**src/rtl/ep0_seq_pkg.sv**
```systemverilog
package ep0_seq_pkg;

    typedef enum logic [2:0] {
        ST_SETUP  = 3'd1,
        ST_TX     = 3'd2,
        ST_RX     = 3'd3,
        ST_TX_END = 3'd4,
        ST_STALL  = 3'd5
    } ep0_state_e;

    typedef enum logic [1:0] {
        ACT_NONE   = 2'd0,
        ACT_ARM_TX = 2'd1,
        ACT_ARM_RX = 2'd2,
        ACT_STATUS = 2'd3
    } ep0_act_e;

    typedef enum logic [1:0] {
        CNT_HOLD    = 2'd0,
        CNT_LOAD    = 2'd1,
        CNT_SUB_MPS = 2'd2,
        CNT_SUB_OUT = 2'd3
    } ep0_cnt_op_e;

endpackage

```
**src/rtl/ep0_remain_ctr.sv**
```systemverilog
module ep0_remain_ctr
    import ep0_seq_pkg::*;
#(
    parameter int LEN_W = 16,
    parameter int MPS   = 64,
    parameter int OUT_W = 7
) (
    input  logic              clk,
    input  logic              rst_n,
    input  ep0_cnt_op_e       op,
    input  logic [LEN_W-1:0]  load_len,
    input  logic [OUT_W-1:0]  out_len,
    output logic              last_in,
    output logic              rx_end
);
    localparam logic [LEN_W-1:0] MPS_L = LEN_W'(MPS);
    localparam logic [OUT_W-1:0] MPS_O = OUT_W'(MPS);

    logic [LEN_W-1:0] remain_q;
    logic [LEN_W-1:0] out_ext;

    assign out_ext = {{(LEN_W-OUT_W){1'b0}}, out_len};

    // Final IN packet: what is left fits in one packet.
    assign last_in = (remain_q <= MPS_L);

    // OUT stage ends on a short packet or once the count is used up.
    assign rx_end  = (out_len < MPS_O) || (remain_q <= out_ext);

    always_ff @(posedge clk or negedge rst_n) begin
        if (!rst_n) begin
            remain_q <= '0;
        end else begin
            unique case (op)
                CNT_LOAD:    remain_q <= load_len;
                CNT_SUB_MPS: remain_q <= remain_q - MPS_L;
                CNT_SUB_OUT: remain_q <= remain_q - out_ext;
                default:     remain_q <= remain_q;
            endcase
        end
    end

endmodule

```
**src/rtl/ep0_stage_fsm.sv**
```systemverilog
module ep0_stage_fsm
    import ep0_seq_pkg::*;
#(
    parameter int LEN_W = 16
) (
    input  logic              clk,
    input  logic              rst_n,
    input  logic              setup_valid,
    input  logic              setup_in,
    input  logic [LEN_W-1:0]  setup_len,
    input  logic              in_sent,
    input  logic              out_rcvd,
    input  logic              in_done,
    input  logic              stall_req,
    input  logic              last_in,
    input  logic              rx_end,
    output ep0_state_e        state_q,
    output ep0_state_e        state_d,
    output ep0_act_e          act,
    output ep0_cnt_op_e       cnt_op
);

    always_comb begin
        state_d = state_q;
        act     = ACT_NONE;
        cnt_op  = CNT_HOLD;
        if (stall_req) begin
            // stall_enter: highest priority, from any state
            state_d = ST_STALL;
        end else if (setup_valid) begin
            // setup_nodata / setup_in / setup_out; also stall_exit and restart
            cnt_op = CNT_LOAD;
            if (setup_len == '0) begin
                state_d = ST_SETUP;
                act     = ACT_STATUS;
            end else if (setup_in) begin
                state_d = ST_TX;
                act     = ACT_ARM_TX;
            end else begin
                state_d = ST_RX;
                act     = ACT_ARM_RX;
            end
        end else begin
            unique case (state_q)
                ST_SETUP: begin
                    state_d = ST_SETUP;
                end
                ST_TX: begin
                    if (in_sent) begin
                        if (last_in) begin
                            state_d = ST_TX_END;      // tx_last
                        end else begin
                            act    = ACT_ARM_TX;      // tx_more
                            cnt_op = CNT_SUB_MPS;
                        end
                    end
                end
                ST_RX: begin
                    if (out_rcvd) begin
                        if (rx_end) begin
                            state_d = ST_SETUP;       // rx_end
                            act     = ACT_STATUS;
                        end else begin
                            act    = ACT_ARM_RX;      // rx_more
                            cnt_op = CNT_SUB_OUT;
                        end
                    end
                end
                ST_TX_END: begin
                    if (in_done) begin
                        state_d = ST_SETUP;           // tx_done
                        act     = ACT_STATUS;
                    end
                end
                ST_STALL: begin
                    state_d = ST_STALL;
                end
                default: begin
                    state_d = ST_SETUP;
                end
            endcase
        end
    end

    always_ff @(posedge clk or negedge rst_n) begin
        if (!rst_n) begin
            state_q <= ST_SETUP;
        end else begin
            state_q <= state_d;
        end
    end

endmodule

```
**src/rtl/ep0_strobe_reg.sv**
```systemverilog
module ep0_strobe_reg
    import ep0_seq_pkg::*;
(
    input  logic        clk,
    input  logic        rst_n,
    input  ep0_act_e    act,
    input  ep0_state_e  state_d,
    output logic        arm_tx,
    output logic        arm_rx,
    output logic        send_status,
    output logic        ep_stall
);

    always_ff @(posedge clk or negedge rst_n) begin
        if (!rst_n) begin
            arm_tx      <= 1'b0;
            arm_rx      <= 1'b0;
            send_status <= 1'b0;
            ep_stall    <= 1'b0;
        end else begin
            arm_tx      <= (act == ACT_ARM_TX);
            arm_rx      <= (act == ACT_ARM_RX);
            send_status <= (act == ACT_STATUS);
            ep_stall    <= (state_d == ST_STALL);
        end
    end

endmodule

```
**src/rtl/ep0_stage_seq.sv**
```systemverilog
module ep0_stage_seq
    import ep0_seq_pkg::*;
#(
    parameter int LEN_W = 16,
    parameter int MPS   = 64
) (
    input  logic                      clk,
    input  logic                      rst_n,
    input  logic                      setup_valid,
    input  logic                      setup_in,
    input  logic [LEN_W-1:0]          setup_len,
    input  logic                      in_sent,
    input  logic                      out_rcvd,
    input  logic [$clog2(MPS+1)-1:0]  out_len,
    input  logic                      in_done,
    input  logic                      stall_req,
    output logic [2:0]                state,
    output logic                      arm_tx,
    output logic                      arm_rx,
    output logic                      send_status,
    output logic                      ep_stall
);
    localparam int OUT_W = $clog2(MPS+1);

    ep0_state_e  st_q;
    ep0_state_e  st_d;
    ep0_act_e    act;
    ep0_cnt_op_e cnt_op;
    logic        last_in;
    logic        rx_end;

    ep0_remain_ctr #(
        .LEN_W (LEN_W),
        .MPS   (MPS),
        .OUT_W (OUT_W)
    ) u_ctr (
        .clk      (clk),
        .rst_n    (rst_n),
        .op       (cnt_op),
        .load_len (setup_len),
        .out_len  (out_len),
        .last_in  (last_in),
        .rx_end   (rx_end)
    );

    ep0_stage_fsm #(
        .LEN_W (LEN_W)
    ) u_fsm (
        .clk         (clk),
        .rst_n       (rst_n),
        .setup_valid (setup_valid),
        .setup_in    (setup_in),
        .setup_len   (setup_len),
        .in_sent     (in_sent),
        .out_rcvd    (out_rcvd),
        .in_done     (in_done),
        .stall_req   (stall_req),
        .last_in     (last_in),
        .rx_end      (rx_end),
        .state_q     (st_q),
        .state_d     (st_d),
        .act         (act),
        .cnt_op      (cnt_op)
    );

    ep0_strobe_reg u_out (
        .clk         (clk),
        .rst_n       (rst_n),
        .act         (act),
        .state_d     (st_d),
        .arm_tx      (arm_tx),
        .arm_rx      (arm_rx),
        .send_status (send_status),
        .ep_stall    (ep_stall)
    );

    assign state = st_q;

endmodule

```
**config.mk**
```make
export PLATFORM = sky130hd
export DESIGN_NAME = ep0_stage_seq
export DESIGN_NICKNAME = d
export VERILOG_FILES = /design/src/rtl/ep0_seq_pkg.sv /design/src/rtl/ep0_remain_ctr.sv /design/src/rtl/ep0_stage_fsm.sv /design/src/rtl/ep0_strobe_reg.sv /design/src/rtl/ep0_stage_seq.sv
export SDC_FILE = /design/constraint.sdc
export NUM_CORES = 1
export LEC_CHECK = 0
export BUFFER_PORTS_ARGS = -buffer_cell sky130_fd_sc_hd__buf_2
export CAP_MARGIN = 20
export CORE_MARGIN = 4
export CORE_UTILIZATION = 49
export DETAILED_ROUTE_END_ITERATION = 10
export GPL_TIMING_DRIVEN = 0
export PLACE_DENSITY = 0.75
export SYNTH_ARGS = -nofsm -noshare
export SYNTH_HDL_FRONTEND = slang
export SYNTH_HIERARCHICAL = 1
export SYNTH_SLANG_ARGS = --single-unit
```
**constraint.sdc**
```tcl
create_clock -name clk -period 8.43 [get_ports clk]
set_input_delay 0.843 -clock clk [delete_from_list [all_inputs] [get_ports clk]]
set_output_delay 0.843 -clock clk [all_outputs]
set_load 0.01 [all_outputs]
```
==> metrics.yaml <==
floorplan:
  die_h_um: 73.67
  core_area_um2: 4086
  io_pins: 38
  die_w_um: 73.67
  initial_core_util: 0.5171
  die_area_um2: 5427
  num_rows: 23
yosys:
  synth_area_leader_cell: "dfrtp_1"
  synthArstFlopShare: 1.000
  synthesis.area_um2: 2113
  yosysMostFrequentCell: "dfrtp_1"
  synth_seq_cells: 23
  ys.flop_type: "dfrtp_1"
  syn_inst: 247
  synth-edff-count: 0
  syn_nets: 289
  netlist.area_leader.share: 0.2605
  ys_seq_area_frac: 0.2729
  synth.avg_cell_area_um2: 8.556
  ys.warnings.count: 6
  yosys-top-cells-count: "22 x dfrtp_1, 20 x nor2_1, 18 x o21ai_0"
  synth.distinct_cells: 65
  synthTopCellsByArea: "dfrtp_1 26%, ha_1 5.9%, mux2i_1 5.7%, o21ai_0 4.3%, nor2_1 3.6%"
place:
  io_buffers: 36
  routabilityCongestion: 0.8776
  dp.final_hpwl_mm: 4.268
  dp.cells: 333
detailed_routing:
  routed_via_density: 6.309
  route.detailed.drc: 0
  wl_per_cell_um: 16.52
  first_pass_iters: 5
  drt_iter0_drc: 306
  wirelength_mm: 5.568
  antenna_left: 0
  num_vias: 2126
pwr:
  p_sw_mw: 0.1148
  vdd_drop_max_mv: 0.07788
  swShare: 0.3588
  intPower_mw: 0.2052
  p_clk_frac: 0.224
  power.leakage_nw: 1.037
  comb_power_share: 0.356
  seqPwrFrac: 0.420
  power_density_nw_per_um2: 133.2
critical_path:
  crit_required_ns: 8.56
  r2r-start: "u_ctr/remain_q[0]$_DFFE_PN0P_"
  end_kind: "register"
  cp_max_fo: 10
  r2r-end: "u_ctr/remain_q[12]$_DFFE_PN0N_"
  worstRegToRegCells: 16
  cp.arrival_ns: 4.13
  rrSetupSlack_ns: 4.60
  cp-start-kind: "input pin"
  critPathKind: "in -> reg"
global_route:
  first_global_vias: 1887
  grt_overflow: 0
  grt_pass1_wl_mm: 8.970
  grt_max_degree: 24
  grt_use_total: 0.2105
  grt_antenna_before_repair: 0
cells_and_area:
  multi_input_area_um2: 1374
  diodes: 0
  nFillCells: 379
  drive_gt1_frac: 0.2160
  area_delta_synth_final_pct: 13.68
  fin_cells: 337
  nets: 330
  regArea_um2: 576.8
min_path:
  hp-class: "in -> async"
cts:
  h-tree-depth: 1
  cts_hold_buf: 0
  cts_resized: 0
  clk_latency_ns: 0.27
  post_cts_buffers: 0
  cts_tree: "built"
  numCtsBuffers: 3
  clockBufferDepth: 2
  cts.sinks: 23
  root_buffer: "clkbuf_8"
  clkTransAtPathRegs_ns: 0.10
flow_run:
  drv_cap: 0
timing:
  fmax_mhz: 249.6
  hold_viol: 0
  slew_violations: 0
  fin_skew_ns: 0.01197
  rsz0062_at_grt: "false"
  setup-violations-final: 0
  tns_ns: 0
  period_minus_slack_ns: 4.007
  slew_headroom: 0.5932
  period_share: 0.4753
  tightest_slew_ns: 0.6047
status:
  outcome: "complete, no violations"
==> kinds of logic (layout without fill, tap and decap cells) <==
kind of cell / Yosys count / in the layout / share of synthesized area
compound gates: 73 / 73 / 0.2327
xor+xnor: 4 / 4 / 0.01658
fa+ha+maj: 11 / 11 / 0.06868
buf+inv: 29 / 69 / 0.07697
flops: 23 / 23 / 0.2729
mux: 13 / 13 / 0.06217
simple gates: 94 / 94 / 0.2700
==> how the worst max path moves through the flow <==
stage,slack [ns],from,to
6_report,4.42,out_len[5],u_ctr/remain_q[12]$_DFFE_PN0N_
5_1_grt,4.27,out_len[5],u_ctr/remain_q[12]$_DFFE_PN0N_
4_1_cts,4.48,out_len[5],u_ctr/remain_q[12]$_DFFE_PN0N_
3_5_place_dp,4.24,out_len[0],u_ctr/remain_q[12]$_DFFE_PN0N_
3_3_place_gp,4.26,out_len[5],u_ctr/remain_q[12]$_DFFE_PN0N_
2_1_floorplan,4.91,out_len[0],u_ctr/remain_q[8]$_DFFE_PN0N_
==> state kept, by name (all words and copies together), names as in the netlist <==
register	count
u_ctr/remain_q	16
u_fsm/state_q	3
u_out/arm_tx	1
u_out/arm_rx	1
u_out/send_status	1
u_out/ep_stall	1
==> layer usage <==
| layer | wire length [µm] | vias to the layer above | global-route usage |
|---|---|---|---|
| li1 | - | 1024 | - |
| met5 | 0 | - | 0 |
| met2 | 2402 | 112 | 0.3248 |
| met1 | 2492 | 980 | 0.3117 |
| met4 | 77 | 0 | 0.04225 |
| met3 | 595 | 10 | 0.03010 |
==> through the flow <==
stage | setup slack, ns | total power [mW] | hold slack, ns | area (µm²) | utilization
2_1_floorplan | 4.907 | 0.2151 | 0.4798 | 2113 | -
3_3_place_gp | 4.257 | 0.2471 | 0.5343 | 2356 | 0.5765
3_5_place_dp | 4.235 | 0.2482 | 0.5313 | 2356 | 0.5765
4_1_cts | 4.485 | 0.3211 | 0.5557 | 2402 | 0.5879
5_1_grt | 4.269 | 0.3429 | 0.5778 | 2402 | 0.5879
6_report | 4.423 | 0.3201 | 0.5382 | 2402 | 0.5879
==> power by group through the flow <==
stage               combinational (mW)  clock [mW]  sequential [mW]
finish                           0.114      0.0716            0.135
global route                     0.127      0.0792            0.136
CTS                              0.113      0.0737            0.134
detailed placement               0.112           0            0.136
global placement                 0.111           0            0.136
floorplan                       0.0813           0            0.134
==> area by class of cell <==
class / count / share of cell area
buffer: 13 / 0.04271
clock inverter: 1 / 0.002083
inverter: 16 / 0.02500
timing repair buffer: 36 / 0.07500
sequential: 23 / 0.2401
tap: 50 / 0.02604
multi-input combinational: 195 / 0.5719
clock buffer: 3 / 0.01719
==> critical path: stages <==
cell and delay (ns):
buf_2 0.07, inv_1 0.03, ha_1 0.37, a21o_1 0.20, a211oi_1 0.40, and2_1 0.24, a21oi_1 0.06, o41ai_1 0.48
nand2b_1 0.22, a21oi_1 0.14, buf_2 0.24, buf_2 0.23, a31oi_1 0.30, mux2i_1 0.23, o22ai_1 0.09
==> placed cells by master (no fill, tap or decap), types with 7 or more instances in the layout <==
master / synthesis / layout
a21oi_1: 13 / 13
a31oi_1: 7 / 7
buf_2: 2 / 38
dfrtp_1: 22 / 22
ha_1: 10 / 10
inv_1: 16 / 16
mux2i_1: 12 / 12
nand2_1: 7 / 7
nand3_1: 8 / 8
nor2_1: 20 / 20
nor4_1: 11 / 11
o21ai_0: 18 / 18
No activity file was read; power rests on OpenSTA's default activity.
